## src/rtl/shift_unit_pkg.sv

```systemverilog
package shift_unit_pkg;
    localparam int XLEN   = 64;
    localparam int HALF   = XLEN / 2;
    localparam int CNT_W  = $clog2(XLEN);
    localparam int IDX_W  = 5;

    localparam logic [5:0] OP3_LEFT   = 6'h25;
    localparam logic [5:0] OP3_RLOG   = 6'h26;
    localparam logic [5:0] OP3_RARITH = 6'h27;

    typedef enum logic [1:0] {
        SH_NONE   = 2'd0,
        SH_LEFT   = 2'd1,
        SH_RLOG   = 2'd2,
        SH_RARITH = 2'd3
    } shift_kind_e;

    typedef struct packed {
        shift_kind_e kind;
        logic        wide;
        logic        use_imm;
        logic [CNT_W-1:0] imm_cnt;
    } shift_ctl_t;
endpackage

```

## src/rtl/shift_decode.sv

```systemverilog
module shift_decode
    import shift_unit_pkg::*;
(
    input  logic [31:0]      insn,
    output shift_ctl_t       ctl,
    output logic [IDX_W-1:0] src1_num,
    output logic [IDX_W-1:0] src2_num
);
    logic [1:0] fmt;
    logic [5:0] op3;

    assign fmt      = insn[31:30];
    assign op3      = insn[24:19];
    assign src1_num = insn[18:14];
    assign src2_num = insn[4:0];

    always_comb begin
        ctl.kind    = SH_NONE;
        ctl.wide    = insn[12];
        ctl.use_imm = insn[13];
        ctl.imm_cnt = insn[CNT_W-1:0];
        if (fmt == 2'b10) begin
            unique case (op3)
                OP3_LEFT:   ctl.kind = SH_LEFT;
                OP3_RLOG:   ctl.kind = SH_RLOG;
                OP3_RARITH: ctl.kind = SH_RARITH;
                default:    ctl.kind = SH_NONE;
            endcase
        end
    end
endmodule

```

## src/rtl/shift_count.sv

```systemverilog
module shift_count
    import shift_unit_pkg::*;
(
    input  shift_ctl_t       ctl,
    input  logic [XLEN-1:0]  reg_cnt,
    output logic [CNT_W-1:0] amount
);
    logic [CNT_W-1:0] raw;

    assign raw = ctl.use_imm ? ctl.imm_cnt : reg_cnt[CNT_W-1:0];

    // The narrow forms drop the top count bit (modulo half the width).
    always_comb begin
        amount = raw;
        if (!ctl.wide)
            amount[CNT_W-1] = 1'b0;
    end
endmodule

```

## src/rtl/shift_core.sv

```systemverilog
module shift_core
    import shift_unit_pkg::*;
(
    input  shift_ctl_t       ctl,
    input  logic [XLEN-1:0]  operand,
    input  logic [CNT_W-1:0] amount,
    output logic [XLEN-1:0]  shifted
);
    logic [XLEN-1:0] prepared;
    logic            go_left;
    logic            fill;

    // Narrow right shifts see only the low word, zero- or sign-extended.
    always_comb begin
        prepared = operand;
        if (!ctl.wide) begin
            unique case (ctl.kind)
                SH_RLOG:   prepared = {{HALF{1'b0}}, operand[HALF-1:0]};
                SH_RARITH: prepared = {{HALF{operand[HALF-1]}}, operand[HALF-1:0]};
                default:   prepared = operand;
            endcase
        end
    end

    assign go_left = (ctl.kind == SH_LEFT);
    assign fill    = (ctl.kind == SH_RARITH) & prepared[XLEN-1];

    logic [XLEN-1:0] stage [0:CNT_W];
    assign stage[0] = prepared;

    for (genvar k = 0; k < CNT_W; k++) begin : g_stage
        localparam int STEP = 1 << k;
        logic [XLEN-1:0] moved;
        always_comb begin
            if (go_left)
                moved = {stage[k][XLEN-STEP-1:0], {STEP{1'b0}}};
            else
                moved = {{STEP{fill}}, stage[k][XLEN-1:STEP]};
        end
        assign stage[k+1] = amount[k] ? moved : stage[k];
    end

    assign shifted = stage[CNT_W];
endmodule

```

## src/rtl/shift_unit.sv

```systemverilog
module shift_unit
    import shift_unit_pkg::*;
(
    input  logic              clk,
    input  logic              rst_n,
    input  logic              in_valid,
    input  logic [31:0]       insn,
    input  logic [XLEN-1:0]   rs1_val,
    input  logic [XLEN-1:0]   rs2_val,
    output logic [IDX_W-1:0]  rs1_idx,
    output logic [IDX_W-1:0]  rs2_idx,
    output logic              out_valid,
    output logic [XLEN-1:0]   result
);
    shift_ctl_t       ctl;
    logic [CNT_W-1:0] amount;
    logic [XLEN-1:0]  shifted;
    logic             accept;

    shift_decode u_decode (
        .insn     (insn),
        .ctl      (ctl),
        .src1_num (rs1_idx),
        .src2_num (rs2_idx)
    );

    shift_count u_count (
        .ctl     (ctl),
        .reg_cnt (rs2_val),
        .amount  (amount)
    );

    shift_core u_core (
        .ctl     (ctl),
        .operand (rs1_val),
        .amount  (amount),
        .shifted (shifted)
    );

    assign accept = in_valid && (ctl.kind != SH_NONE);

    always_ff @(posedge clk or negedge rst_n) begin
        if (!rst_n) begin
            out_valid <= 1'b0;
            result    <= '0;
        end else begin
            out_valid <= accept;
            if (accept)
                result <= shifted;
        end
    end
endmodule

```

## config.mk

```make
export PLATFORM = sky130hd
export DESIGN_NAME = shift_unit
export DESIGN_NICKNAME = d
export VERILOG_FILES = /design/src/rtl/shift_unit_pkg.sv /design/src/rtl/shift_decode.sv /design/src/rtl/shift_count.sv /design/src/rtl/shift_core.sv /design/src/rtl/shift_unit.sv
export SDC_FILE = /design/constraint.sdc
export NUM_CORES = 1
export LEC_CHECK = 0
export ABC_AREA = 1
export BUFFER_PORTS_ARGS = -buffer_cell sky130_fd_sc_hd__buf_2
export CAP_MARGIN = 20
export CORE_MARGIN = 4
export CORE_UTILIZATION = 31
export DETAILED_ROUTE_END_ITERATION = 12
export GPL_TIMING_DRIVEN = 0
export PLACE_DENSITY = 0.52
export SYNTH_ARGS = -nofsm -noshare
export SYNTH_HDL_FRONTEND = slang
export SYNTH_HIERARCHICAL = 1
export SYNTH_SLANG_ARGS = --single-unit
```

## constraint.sdc

```tcl
create_clock -name clk -period 0.8 [get_ports clk]
set_clock_uncertainty 0.1 [all_clocks]
set_input_delay 0.12 -clock clk [delete_from_list [all_inputs] [get_ports clk]]
set_output_delay 0.12 -clock clk [all_outputs]
set_load 0.05 [all_outputs]
```

==> out/metrics.cfg <==
[outcome]
outcome = complete, but fails checks
violations = negative hold slack, negative setup slack

[final_layout]
multiInputGateArea_um2 = 9940
stdcell_area_um2 = 15400
layout-drive-gt1-share_pct = 33.6
register_area_um2 = 1700
fin_nets = 2627
syn2layout_area_growth_pct = 39.5
antenna_cells = 0
fillers = 4060
finalNonFillerCells = 2924

[pwr]
power_density_nw_per_um2 = 1340
vdd_drop_max_mv = 1.00
p_leak_nw = 9.03

[place]
dp_cells = 2875
pre_cts_ws_ns = -2.78
dpl_cell_area_um2 = 12700
portBuffers = 155
place_congestion = 1.02
hpwlAfterDp_um = 52200

[timing]
setup_viol = 130
finalSetupTns_ns = -136.45
finalHoldViolations = 65
relSlewSlack_pct = 38.3
drv_slew = 0
worst_hold_slack_ns = -0.227
period_share_pct = 330
layout_setup_ws_ns = -1.84
rsz0062_at_grt = yes
period_needed_ns = 2.64
clock.fmax_mhz = 378
tightestPinTransition_ns = 0.925

[die]
fp.dieH_um = 197
start_util_pct = 31.7
num_rows = 68
ios = 238
die_area_um2 = 38700
die_w_um = 197
coreArea_um2 = 34900

[global_routing]
grt_usage_pct = 31.7
grt_overflow = 0
grt_pass1_wl_um = 95500
antenna_found_initial = 1
grt_max_degree = 66
first_global_vias = 15800

[clocking]
cts_tree = built
clock_latency_ns = 0.33
cts-root-buf = clkbuf_16
cts_buffers = 9
clkSinkCount = 65
htree_levels = 3
clk_pin_slew_ns = 0.06
cts_buffer_depth = 2

[synth]
netlist_instances = 2265
synth_nets = 2428
synth-seq-area-share_pct = 14.7
ys_warn_count = 6
ys_types = 33
synth_area_um2 = 11000
avgSynthCellArea_um2 = 4.88
ys_seq_elements = 65

[route]
ant_nets = 0
vias = 16400
wirelength_um = 63600
route.detailed.drc = 0
vias_per_cell = 5.60
post_drt_wl_per_cell_um = 21.8
drt_pass1_iterations = 6
drt_iter0_drc = 1891

[min_path]
hp-class = in2async

[worst_setup_path]
crit_path_start_kind = input pin
crit_top_cell = nand2_1
cpPeakStageDelay_ns = 0.25
r2r_cells = 2
r2r-end = result[52]
r2r-start = result[52]
end_kind = flip-flop
crit_fanout = 10
crit_slowest_cell = o21ai_4
critPathRequiredTime_ns = 0.93
crit_type = in2reg
path_cells = buf_4 > buf_6 > o21ai_4 > clkinv_2 > clkbuf_4 > buf_4 > nand2_1 > nand3_1 > nand2_1 > nand3_1 > nand2_1 > nand3_1 > nand2_1 > nand3_1 > nand2_1 > nand2_1 > nand2_1 > nand2_2 > nand3_4 > nand2_2
worst-r2r-setup-slack_ns = 0.03
critPathArrivalTime_ns = 2.77

[job]
drv_cap = 0

==> area by class of cell <==
type / count / area share (%)
inverter: 125 / 3.10
clock buffer: 11 / 1.58
clock inverter: 5 / 0.357
tap: 455 / 3.69
buffer: 169 / 7.77
timing repair buffer: 188 / 8.00
multi-input combinational: 1906 / 64.5
sequential: 65 / 11.0
==> state kept, by name (all words and copies together), names as in the netlist <==
register	count
result	64
out_valid	1
==> logic make-up (layout without fill, tap and decap cells) <==
logic type      after synthesis  count (layout)  synth area share [%]
buf+inv                     294             498                  12.0
simple gates               1807            1807                  68.4
flops                        65              65                  14.7
compound gates               99              99                  4.94
==> metrics by stage <==
stage | power (mW) | util, %
2_1_floorplan | 11.1 | -
3_3_place_gp | 14.8 | 36.3
3_5_place_dp | 14.8 | 36.3
4_1_cts | 19.8 | 41.6
5_1_grt | 21.9 | 44.2
6_report | 20.7 | 44.2
==> critical path: cells and delay by family <==
family	cells	cell delay, ns
buffers and inverters	5	0.93
AOI/OAI and AO/OA	1	0.25
and+or+nand+nor	14	1.46
==> Yosys cell counts, drive strengths merged <==
library cell | number | area, µm²
nand2 | 1266 | 4770
clkbuf | 46 | 173
inv | 124 | 468
nand2b | 1 | 6.26
o21bai | 1 | 7.51
buf | 123 | 679
a31o | 1 | 8.76
dfrtp | 65 | 1630
o211ai | 12 | 100
nand4 | 24 | 150
and2 | 3 | 18.8
o21ai | 62 | 314
a21oi | 23 | 115
clkinv | 1 | 3.75
nor2 | 37 | 165
or2 | 8 | 50.1
nand3 | 463 | 2350
nand3b | 5 | 37.5
==> layout by cell type, fill, tap and decap left out, types with 17 or more instances in the layout <==
cell type	n
buf_1	23
buf_2	168
buf_4	68
buf_6	36
clkbuf_2	21
dfrtp_2	56
inv_1	111
nand2_1	1082
nand2_2	165
nand2_4	17
nand3_1	285
nand3_2	151
nand3_4	27
nand4_1	24
nor2_1	22
o21ai_0	22
o21ai_1	20
o21ai_2	17
==> worst max path at each step <==
stage | startpoint | end | slack, ns | cells past startpoint
2_1_floorplan | insn[23] | result[13] | -1.44 | 23
3_3_place_gp | insn[13] | result[57] | -2.82 | 21
3_5_place_dp | insn[23] | result[57] | -2.78 | 24
4_1_cts | insn[30] | result[44] | -1.81 | 21
5_1_grt | insn[22] | result[61] | -1.96 | 26
6_report | insn[13] | result[31] | -1.84 | 20
==> per-layer routing <==
| layer | up-vias | track usage [%] | part of all wire [%] |
|---|---|---|---|
| met5 | - | 0 | 0.020 |
| met4 | 2 | 6.55 | 2.2 |
| met3 | 96 | 4.62 | 9.2 |
| met2 | 798 | 49.6 | 43 |
| met1 | 7903 | 46.5 | 45 |
| li1 | 7589 | - | - |
==> where the power goes <==
group	switching (mW)	internal, mW
Sequential	0.244	3.79
Clock	1.41	2.48
Combinational	9.17	3.61
==> timing repair <==
action / CTS / global route
resized for setup: 368 / 233
pin swaps: 39 / 84
setup endpoints to repair: 130 / 130
hold endpoints to repair: 65 / 65
buffers inserted: 16 / 14
gates cloned: 3 / 1
No activity file was read; power rests on OpenSTA's default activity.
